$ cat src/rtl/pclk_div_pkg.sv
`timescale 1ns/1ps
package pclk_div_pkg;
  localparam int CTRL_W   = 32;
  localparam int SRC_LSB  = 30;
  localparam int CE_BIT   = 29;
  localparam int BUSY_BIT = 28;
  localparam int STOP_BIT = 27;
  localparam int DIV_LSB  = 0;
endpackage

$ cat src/rtl/pclk_ctrl_reg.sv
`timescale 1ns/1ps
module pclk_ctrl_reg
  import pclk_div_pkg::*;
#(
  parameter int SRC_W = 2,
  parameter int DIV_W = 8
) (
  input  logic              clk_i,
  input  logic              rst_ni,
  input  logic              wr_en_i,
  input  logic [CTRL_W-1:0] wr_data_i,
  output logic              ce_o,
  output logic              stop_o,
  output logic [SRC_W-1:0]  req_src_o,
  output logic [DIV_W-1:0]  req_div_o
);
  logic             ce_q, stop_q;
  logic [SRC_W-1:0] req_src_q;
  logic [DIV_W-1:0] req_div_q;
  logic             unused_wr_bits;

  assign unused_wr_bits = ^wr_data_i;

  always_ff @(posedge clk_i or negedge rst_ni) begin
    if (!rst_ni) begin
      ce_q      <= 1'b0;
      stop_q    <= 1'b0;
      req_src_q <= '0;
      req_div_q <= '0;
    end else if (wr_en_i) begin
      ce_q   <= wr_data_i[CE_BIT];
      stop_q <= wr_data_i[STOP_BIT];
      // fields open only once change-enable is already held
      if (ce_q) begin
        req_src_q <= wr_data_i[SRC_LSB +: SRC_W];
        req_div_q <= wr_data_i[DIV_LSB +: DIV_W];
      end
    end
  end

  assign ce_o      = ce_q;
  assign stop_o    = stop_q;
  assign req_src_o = req_src_q;
  assign req_div_o = req_div_q;


  a_r2_fields_locked: assert property (@(posedge clk_i) disable iff (!rst_ni)
    !ce_q |=> ($stable(req_src_q) && $stable(req_div_q)));
endmodule

$ cat src/rtl/pclk_src_switch.sv
`timescale 1ns/1ps
module pclk_src_switch #(
  parameter int SRC_W      = 2,
  parameter int SYNC_TICKS = 2,
  localparam int NSRC      = 1 << SRC_W,
  localparam int CNT_W     = $clog2(SYNC_TICKS + 1)
) (
  input  logic             clk_i,
  input  logic             rst_ni,
  input  logic [NSRC-1:0]  src_tick_i,
  input  logic             stop_i,
  input  logic [SRC_W-1:0] req_src_i,
  output logic [SRC_W-1:0] act_src_o,
  output logic             tick_o
);
  logic [SRC_W-1:0] act_src_q, req_prev_q;
  logic [CNT_W-1:0] sw_cnt_q, base_cnt;
  logic             pend, req_changed, new_tick;

  assign pend        = req_src_i != act_src_q;
  assign req_changed = req_src_i != req_prev_q;
  assign base_cnt    = req_changed ? '0 : sw_cnt_q;
  assign new_tick    = src_tick_i[req_src_i];

  always_ff @(posedge clk_i or negedge rst_ni) begin
    if (!rst_ni) begin
      act_src_q  <= '0;
      req_prev_q <= '0;
      sw_cnt_q   <= '0;
    end else begin
      req_prev_q <= req_src_i;
      if (stop_i && pend) begin
        if (new_tick) begin
          if (base_cnt == CNT_W'(SYNC_TICKS - 1)) begin
            act_src_q <= req_src_i;
            sw_cnt_q  <= '0;
          end else begin
            sw_cnt_q <= base_cnt + 1'b1;
          end
        end else begin
          sw_cnt_q <= base_cnt;
        end
      end else begin
        sw_cnt_q <= '0;
      end
    end
  end

  assign act_src_o = act_src_q;
  assign tick_o    = src_tick_i[act_src_q];


  a_r8_hold_without_stop: assert property (@(posedge clk_i) disable iff (!rst_ni)
    !stop_i |=> $stable(act_src_q));

  a_r9_switch_on_new_tick: assert property (@(posedge clk_i) disable iff (!rst_ni)
    !new_tick |=> $stable(act_src_q));
  a_r9_switch_to_request: assert property (@(posedge clk_i) disable iff (!rst_ni)
    (stop_i && pend && new_tick) |=> (act_src_q == $past(req_src_i)) || (sw_cnt_q != '0));
endmodule

$ cat src/rtl/pclk_div_counter.sv
`timescale 1ns/1ps
module pclk_div_counter #(
  parameter int DIV_W = 8,
  localparam int N_W  = DIV_W + 1
) (
  input  logic             clk_i,
  input  logic             rst_ni,
  input  logic             tick_i,
  input  logic             run_i,
  input  logic [DIV_W-1:0] req_div_i,
  output logic [DIV_W-1:0] act_div_o,
  output logic             clk_o
);
  logic [DIV_W-1:0] cnt_q, act_div_q;
  logic             clk_q, wrap;
  logic [N_W-1:0]   cnt_next_ext;

  function automatic logic [N_W-1:0] hi_len(input logic [DIV_W-1:0] d);
    logic [N_W-1:0] n;
    n = {1'b0, d} + N_W'(1);
    return (n == N_W'(1)) ? N_W'(1) : (n >> 1);
  endfunction

  assign wrap         = cnt_q == act_div_q;
  assign cnt_next_ext = {1'b0, cnt_q} + N_W'(1);

  always_ff @(posedge clk_i or negedge rst_ni) begin
    if (!rst_ni) begin
      cnt_q     <= '0;
      act_div_q <= '0;
      clk_q     <= 1'b0;
    end else if (!run_i) begin
      // parked at last position so restart opens with a rising edge
      act_div_q <= req_div_i;
      cnt_q     <= req_div_i;
      clk_q     <= 1'b0;
    end else if (tick_i) begin
      if (wrap) begin
        cnt_q     <= '0;
        act_div_q <= req_div_i;
        clk_q     <= 1'b1;
      end else begin
        cnt_q <= cnt_q + 1'b1;
        clk_q <= cnt_next_ext < hi_len(act_div_q);
      end
    end
  end

  assign act_div_o = act_div_q;
  assign clk_o     = clk_q;


  a_r4_cnt_in_period: assert property (@(posedge clk_i) disable iff (!rst_ni)
    cnt_q <= act_div_q);

  a_r6_ratio_at_boundary: assert property (@(posedge clk_i) disable iff (!rst_ni)
    (run_i && !(tick_i && wrap)) |=> $stable(act_div_q));

  a_r5_rise_at_wrap: assert property (@(posedge clk_i) disable iff (!rst_ni)
    (run_i && tick_i && wrap) |=> clk_q);
endmodule

$ cat src/rtl/pclk_divider.sv
`timescale 1ns/1ps
module pclk_divider
  import pclk_div_pkg::*;
#(
  parameter int SRC_W      = 2,
  parameter int DIV_W      = 8,
  parameter int SYNC_TICKS = 2,
  localparam int NSRC      = 1 << SRC_W
) (
  input  logic              clk_i,
  input  logic              rst_ni,
  input  logic [NSRC-1:0]   src_tick_i,
  input  logic              wr_en_i,
  input  logic [CTRL_W-1:0] wr_data_i,
  output logic [CTRL_W-1:0] rd_data_o,
  output logic              busy_o,
  output logic              clk_o
);
  logic             ce, stop, act_tick;
  logic [SRC_W-1:0] req_src, act_src;
  logic [DIV_W-1:0] req_div, act_div;

  pclk_ctrl_reg #(.SRC_W(SRC_W), .DIV_W(DIV_W)) u_reg (
    .clk_i     (clk_i),
    .rst_ni    (rst_ni),
    .wr_en_i   (wr_en_i),
    .wr_data_i (wr_data_i),
    .ce_o      (ce),
    .stop_o    (stop),
    .req_src_o (req_src),
    .req_div_o (req_div)
  );

  pclk_src_switch #(.SRC_W(SRC_W), .SYNC_TICKS(SYNC_TICKS)) u_sw (
    .clk_i      (clk_i),
    .rst_ni     (rst_ni),
    .src_tick_i (src_tick_i),
    .stop_i     (stop),
    .req_src_i  (req_src),
    .act_src_o  (act_src),
    .tick_o     (act_tick)
  );

  pclk_div_counter #(.DIV_W(DIV_W)) u_cnt (
    .clk_i     (clk_i),
    .rst_ni    (rst_ni),
    .tick_i    (act_tick),
    .run_i     (!stop),
    .req_div_i (req_div),
    .act_div_o (act_div),
    .clk_o     (clk_o)
  );

  assign busy_o = (req_src != act_src) || (req_div != act_div);

  always_comb begin
    rd_data_o                         = '0;
    rd_data_o[SRC_LSB +: SRC_W]       = req_src;
    rd_data_o[CE_BIT]                 = ce;
    rd_data_o[BUSY_BIT]               = busy_o;
    rd_data_o[STOP_BIT]               = stop;
    rd_data_o[DIV_LSB +: DIV_W]       = req_div;
  end


  a_r7_stop_holds_low: assert property (@(posedge clk_i) disable iff (!rst_ni)
    stop |=> !clk_o);

  a_r7_parked_ratio_applied: assert property (@(posedge clk_i) disable iff (!rst_ni)
    stop |=> (act_div == $past(req_div)));
endmodule

$ cat config.mk
export PLATFORM = sky130hd
export DESIGN_NAME = pclk_divider
export DESIGN_NICKNAME = d
export VERILOG_FILES = /design/src/rtl/pclk_div_pkg.sv /design/src/rtl/pclk_ctrl_reg.sv /design/src/rtl/pclk_src_switch.sv /design/src/rtl/pclk_div_counter.sv /design/src/rtl/pclk_divider.sv
export SDC_FILE = /design/constraint.sdc
export NUM_CORES = 1
export LEC_CHECK = 0
export ABC_AREA = 1
export BUFFER_PORTS_ARGS = -buffer_cell sky130_fd_sc_hd__buf_4
export CELL_PAD_IN_SITES_DETAIL_PLACEMENT = 1
export CELL_PAD_IN_SITES_GLOBAL_PLACEMENT = 1
export CORE_ASPECT_RATIO = 1.4
export CORE_MARGIN = 3
export CORE_UTILIZATION = 30
export CTS_CLUSTER_DIAMETER = 150
export CTS_CLUSTER_SIZE = 12
export DETAILED_ROUTE_END_ITERATION = 16
export HOLD_SLACK_MARGIN = 0.02
export PLACE_DENSITY = 0.74
export SLEW_MARGIN = 20
export SYNTH_ARGS = -nofsm -noshare
export SYNTH_HDL_FRONTEND = slang
export SYNTH_HIERARCHICAL = 1
export SYNTH_SLANG_ARGS = --single-unit
$ cat constraint.sdc
create_clock -name clk_i -period 2.48 [get_ports clk_i]
set_input_delay 0 -clock clk_i [delete_from_list [all_inputs] [get_ports clk_i]]
set_output_delay 0 -clock clk_i [all_outputs]
set_load 0.05 [all_outputs]
==> summary.txt, run 1 <==
Run status
  • Status: finished, final reports clean

GRT
  • Total GRT Usage: 14.15%
  • Vias in the first global route: 2486
  • Remaining global-route overflow: 0
  • Largest net degree at the start of global routing: 36
  • Initial antenna violation count: 0
  • First-pass GRT wire length: 11130 um

Critical path
  • Reg2reg start: u_cnt/cnt_q[0]
  • Worst Path Max Fanout: 4
  • Setup crit end kind: flop
  • Reg2Reg Setup Slack: 0.19 ns
  • CP Data Required Time: 2.68 ns
  • R2R Path End: u_cnt/clk_o
  • Depth of the most critical reg-to-reg path: 12
  • Crit Path Class: reg -> reg
  • Setup crit start kind: flop
  • Crit path arrival time: 2.49 ns

Route
  • WL final: 6574 um
  • DRT Pass-1 Iters: 4
  • Antenna-violating nets left: 0
  • Vias per std cell: 4.604
  • DRT iter0 DRCs: 36
  • Vias: 2325
  • Per-cell routed wire length: 13.02 um
  • Drt drc: 0

Synthesis
  • Flops & latches, synth: 35
  • Top post-synthesis cells by count: 111 x nand2_1, 49 x inv_1, 35 x dfrtp_1
  • Post-synth top flop: dfrtp_1
  • Syn Area/Cell: 7.250 um2
  • Count leader, synth: nand2_1
  • YS warnings: 6
  • Post-synth EDFFs: 0
  • Syn Std Cell Area: 2537 um2
  • Syn Inst Count: 350
  • Cell taking the most area after synthesis: dfrtp_1
  • Post-synth ARST share: 100.0%
  • Post-synth top area share: 34.52%
  • Post-synthesis cell type count: 34
  • Top post-synthesis cells by area: dfrtp_1 35%, nand2_1 16%, inv_1 7.2%
  • Sequential fraction of the synthesis area: 34.52%

Cells and area
  • Layout area overhead: 22.73%
  • Layout cells sized above 1: 18.11%
  • Diode count: 0
  • Post-Layout Inst Area: 3114 um2
  • Final core utilization: 37.99%
  • Final nets: 451
  • Fillers: 1080

Die
  • Boundary Pins: 73
  • Die width: 83.73 um
  • Die area: 9613 um2
  • Placeable core area: 8198 um2
  • Initial Utilization: 30.95%
  • Num rows: 39
  • Die height: 114.8 um

Timing
  • Final Skew: 0.002458 ns
  • Maximum clock rate: 436.3 MHz
  • Endpoints failing setup: 0
  • WHS: 0.03753 ns
  • Final worst path period share: 92.41%
  • Hold Fails Final Rpt: 0
  • Fin crit period: 2.292 ns
  • Max-slew violation count: 0

Placement
  • Post-DP Area: 2790 um2
  • Detail Placement HPWL: 5066 um
  • Placer Congestion: 0.8180
  • IO buf count: 33

Clock tree
  • H-tree depth: 2
  • CTS tree: yes
  • Clk_lat worst skew: 0.28 ns
  • Worst-path clk slew: 0.05 ns
  • Sink Count: 35
  • CTS buffer count: 5
  • Bufs on Longest Clock Path: 2
  • Root buf cell: clkbuf_16

Worst hold path
  • Hold Path Depth: 2
  • Hold path endpoint: u_reg/stop_o
  • Worst hold path startpoint: wr_en_i
  • Hold Crit Class: in -> reg

Power and ir drop
  • Pleak: 1.653 nW
  • Pwr per Cell Area: 921.7 nW/um2
  • Worst VDD drop: 0.4556 mV

Flow run
  • Max cap viols: 0
-- power breakdown --
part           internal (mW)  leakage [nW]  switching [mW]
Sequential             0.714         0.437           0.199
Combinational          0.487          1.15           0.871
Clock                  0.371        0.0679           0.229
-- kinds of logic after synthesis --
logic type	after synthesis	synth area share, %
buffers and inverters	81	16.37
DFF	35	34.52
AOI/OAI and AO/OA	32	8.136
xor gates and xnor gates	12	4.142
adders and majority gates	10	4.931
and+or+nand+nor	179	31.76
other	1	0.1478
-- critical path, cell delays in order (launching register included) --
cell and delay (ns):
dfrtp_1 0.41, inv_2 0.09, nor3_4 0.23, nand3_2 0.13, nor3_2 0.23, xor2_1 0.22
ha_1 0.29, nand3_1 0.11, o21bai_1 0.12, nand3b_1 0.09, nor2_1 0.09, nand2_1 0.07
a21oi_1 0.13
-- per-layer routing --
| metal | GRT usage, % | routed length (um) | up-vias |
|---|---|---|---|
| met1 | 14.69 | 2523 | 1095 |
| met5 | 0 | 0 | - |
| met4 | 4.399 | 114 | 0 |
| li1 | - | - | 1174 |
| met2 | 28.62 | 3721 | 48 |
| met3 | 2.294 | 214 | 8 |
-- cell type report --
| class | instances | area, um2 | share of cell area (%) |
|---|---|---|---|
| multi-input cells | 252 | 1331 | 42.75 |
| flip-flops and latches | 35 | 877.1 | 28.16 |
| repair buffers | 54 | 437.9 | 14.06 |
| inverters | 54 | 202.7 | 6.509 |
| clock buffers | 7 | 132.6 | 4.259 |
| well taps | 102 | 127.6 | 4.098 |
| clock inverters | 1 | 5.005 | 0.1607 |
-- metrics by stage --
| step | total power [mW] | TNS [ns] | instances | setup WS [ns] |
|---|---|---|---|---|
| 6_report | 2.870 | 0 | 505 | 0.1881 |
| 3_3_place_gp | 2.156 | 0 | 479 | 0.2502 |
| 5_1_grt | 3.121 | -0.03659 | 505 | -0.03659 |
| 3_5_place_dp | 2.211 | 0 | 479 | 0.1758 |
| 2_1_floorplan | 1.866 | 0 | 368 | 0.4576 |
| 4_1_cts | 2.842 | 0 | 500 | 0.1602 |
-- repair_timing --
action,CTS,global route
endpoints found under the setup margin,0,1
buffers inserted,0,5
hold buffers,13,0
endpoints found under the hold margin,47,0
gates resized for setup,0,7
-- how the worst max path moves through the flow --
stage,cells past startpoint,end,startpoint
floorplan,14,u_cnt/clk_o,u_cnt/cnt_q[0]
global placement,14,u_cnt/clk_o,u_cnt/cnt_q[0]
detailed placement,14,u_cnt/clk_o,u_cnt/cnt_q[0]
CTS,14,u_cnt/clk_o,u_cnt/cnt_q[0]
global route,12,u_cnt/clk_o,u_cnt/cnt_q[0]
finish,12,u_cnt/clk_o,u_cnt/cnt_q[0]
-- sequential cells by signal, indices dropped and copies added (netlist names) --
name / count
u_reg/req_div_o: 8
u_sw/act_src_o: 2
u_reg/req_src_o: 2
u_cnt/cnt_q: 8
u_reg/stop_o: 1
u_sw/req_prev_q: 2
u_cnt/clk_o: 1
u_sw/sw_cnt_q: 2
u_cnt/act_div_o: 8
u_reg/ce_o: 1
-- cells in the final DEF (no fill, tap or decap), types with 4 or more instances in the layout --
cell	count
nand2_1	111
inv_1	48
buf_4	41
dfrtp_1	34
nand3_1	24
conb_1	19
nor2_1	16
dlygate4sd3_1	13
ha_1	10
nand4_1	9
o221ai_1	7
o21ai_1	7
xor2_1	6
inv_2	6
o21ai_0	6
a21oi_1	6
xnor2_1	5
clkbuf_16	5
nand3_2	4
nand2_2	4
Note: power is estimated with default switching activity, not from simulation.
==> inputs of run 2 (changes only) <==
--- a/config.mk
+++ b/config.mk
@@ -10,5 +10,4 @@
 export CELL_PAD_IN_SITES_DETAIL_PLACEMENT = 1
 export CELL_PAD_IN_SITES_GLOBAL_PLACEMENT = 1
-export CORE_ASPECT_RATIO = 1.4
 export CORE_MARGIN = 3
 export CORE_UTILIZATION = 30
==> constraint.sdc (replaced) <==
create_clock -name clk_i -period 2.48 [get_ports clk_i]
set_input_delay 0.496 -clock clk_i [delete_from_list [all_inputs] [get_ports clk_i]]
set_output_delay 0.496 -clock clk_i [all_outputs]
set_load 0.05 [all_outputs]
==> summary.txt, run 2 (synthesized netlist as in run 1, its figures left out) <==
Route
  • DRT iter0 DRCs: 92 (+160%)
  • Vias: 2251 (-3.2%)
  • Drt drc: 0 (unchanged)
  • DRT Pass-1 Iters: 4 (unchanged)
  • WL final: 6176 um (-6.1%)
  • Per-cell routed wire length: 12.66 um (-2.8%)
  • Antenna-violating nets left: 0 (unchanged)
  • Vias per std cell: 4.613 (+0.19%)

GRT
  • Vias in the first global route: 2220 (-11%)
  • Largest net degree at the start of global routing: 36 (unchanged)
  • Met3 Use GR: 2.429% (+0.13 points)
  • First-pass GRT wire length: 10470 um (-5.9%)
  • Top Usage Layer GRT: met2
  • M2 GR Usage: 21.62% (-7.0 points)
  • Remaining global-route overflow: 0 (unchanged)
  • Total GRT Usage: 13.02% (-1.1 points)
  • Initial antenna violation count: 0 (unchanged)
  • Grt met1 use: 17.47% (+2.8 points)

Die
  • Boundary Pins: 73 (unchanged)
  • Placeable core area: 7968 um2 (-2.8%)
  • Initial Utilization: 31.85% (+0.89 points)
  • Num rows: 32 (-18%)
  • Die height: 97.97 um (-15%)
  • Die width: 97.97 um (+17%)
  • Die area: 9597 um2 (-0.17%)

Timing
  • RSZ-0062 raised after global routing: false
  • Setup TNS: 0 ns (unchanged)
  • Hold Fails Final Rpt: 0 (unchanged)
  • Final worst path period share: 89.54% (-2.9 points)
  • Final Skew: 0.005535 ns (+0.003076 ns)
  • Endpoints failing setup: 0 (unchanged)
  • Max-slew violation count: 0 (unchanged)
  • Fin crit period: 2.221 ns (-0.07134 ns)
  • Maximum clock rate: 450.3 MHz (+3.2%)

Worst hold path
  • Hold Crit Class: in -> async

Cells and area
  • Final core utilization: 36.29% (-1.7 points)
  • Fillers: 999 (-7.5%)
  • Layout area overhead: 13.95%
  • Final nets: 434 (-3.8%)
  • Commonest cells after routing, fill and taps aside: 111 x nand2_1, 48 x inv_1, 37 x buf_4
  • Layout cells sized above 1: 17.62% (-0.50 points)
  • Post-Layout Inst Area: 2892 um2 (-7.2%)
  • Diode count: 0 (unchanged)
  • Commonest non-fill, non-tap cell in the layout: nand2_1

Placement
  • Detail Placement HPWL: 5040 um (-0.51%)
  • IO buf count: 33 (unchanged)
  • Post-DP Area: 2790 um2 (unchanged)
  • Placer Congestion: 0.7570 (-7.5%)

Critical path
  • CP Data Required Time: 2.69 ns (about the same)
  • CP delay by family, top: simple AND/OR/NAND/NOR gates
  • Reg2Reg Setup Slack: 0.26 ns (+0.07 ns)
  • Reg2reg start: u_cnt/cnt_q[0]
  • Worst-path cell chain: ha_2 -> nand3_2 -> nor3_2 -> or2_2 -> nand2_1 -> inv_1 -> ha_1 -> nand3_1 -> o21bai_1 -> nand3b_1 -> nor2_1 -> nand2_1 -> a21oi_1
  • Worst Path Max Fanout: 4 (unchanged)
  • Crit-path slowest cell: dfrtp_1
  • Critical path buffers and inverters: 1 (unchanged)
  • Crit path launch: u_cnt/cnt_q[0]
  • Depth of the most critical reg-to-reg path: 13 (+1)
  • Worst Setup EP: u_cnt/clk_o
  • Setup crit start kind: flop
  • Crit path depth: 13 (+1)
  • Setup crit end kind: flop
  • R2R Path End: u_cnt/clk_o
  • Critical path's most frequent cell: nand2_1
  • Crit Path Class: reg -> reg
  • Largest stage delay, worst path: 0.43 ns (+0.02 ns)
  • Crit path arrival time: 2.43 ns (-0.06 ns)

Power and ir drop
  • Pint: 1.356 mW (-14%)
  • Sw Pwr: 1.253 mW (-3.5%)
  • Pwr per Cell Area: 902.5 nW/um2 (-2.1%)
  • Combinational power share: 50.2% (+2.9 points)
  • Sw frac: 48.02% (+2.8 points)
  • Clk network pwr share: 15.0% (-5.9 points)
  • Sequential share of power: 34.8% (+3.0 points)
  • Worst VDD drop: 0.4303 mV (-5.6%)
  • Pleak: 1.554 nW (-6.0%)

Clock tree
  • Bufs on Longest Clock Path: 2 (unchanged)
  • Worst-path clk slew: 0.07 ns (+0.02 ns)
  • CTS buffer count: 5 (unchanged)
  • H-tree depth: 2 (unchanged)
  • Root buf cell: clkbuf_8
  • Sink Count: 35 (unchanged)
  • Clk_lat worst skew: 0.28 ns (about the same)
  • CTS tree: yes

Run status
  • Status: finished, final reports clean

Flow run
  • Max cap viols: 0 (unchanged)
run 2: per-stage QoR:
stage | power (mW) | hold WS (ns) | setup WS [ns] | std cells
after floorplan | 1.866 | 0.2004 | 0.1835 | 368
after global placement | 2.157 | 0.4769 | 0.2269 | 479
after detailed placement | 2.214 | 0.4748 | 0.2022 | 479
after CTS | 2.619 | 0.1650 | 0.1787 | 487
after global routing | 2.848 | 0.1807 | 0.002116 | 488
final | 2.609 | 0.1571 | 0.2594 | 488
run 2: cell type report:
cell class | count | area [um2] | share of cell area, %
clock inverter | 1 | 5.005 | 0.1731
clock buffer | 7 | 76.32 | 2.640
tap | 102 | 127.6 | 4.414
inverter | 54 | 202.7 | 7.010
sequential | 35 | 875.8 | 30.29
multi-input combinational | 252 | 1326 | 45.87
timing repair buffer | 37 | 277.8 | 9.606
run 2: timing repair:
action	4_1_cts	5_1_grt
hold buffers	0	0
endpoints found under the hold margin	0	0
endpoints found under the setup margin	0	1
resized for setup	0	4
setup buffers	0	1
run 2: how the worst min path moves through the flow:
stage / slack, ns / cells past startpoint / endpoint
after floorplan: 0.20 / 0 / u_cnt/act_div_o[0]
after global placement: 0.48 / 1 / u_sw/sw_cnt_q[0]
after detailed placement: 0.47 / 1 / u_sw/sw_cnt_q[0]
after CTS: 0.16 / 1 / u_sw/sw_cnt_q[0]
after global routing: 0.18 / 1 / u_sw/sw_cnt_q[0]
final: 0.16 / 1 / u_sw/sw_cnt_q[0]
run 2: layer usage:
metal | vias to the layer above | routed length, um
met5 | - | 0
met4 | 0 | 55
met3 | 4 | 244
met2 | 44 | 2940
met1 | 1057 | 2936
li1 | 1146 | -
run 2: power by group through the flow:
stage	logic, mW	registers, mW	clock network [mW]
floorplan	0.868	0.998	0
global placement	1.25	0.909	0
detailed placement	1.30	0.916	0
CTS	1.31	0.906	0.404
global route	1.48	0.939	0.433
finish	1.31	0.909	0.390
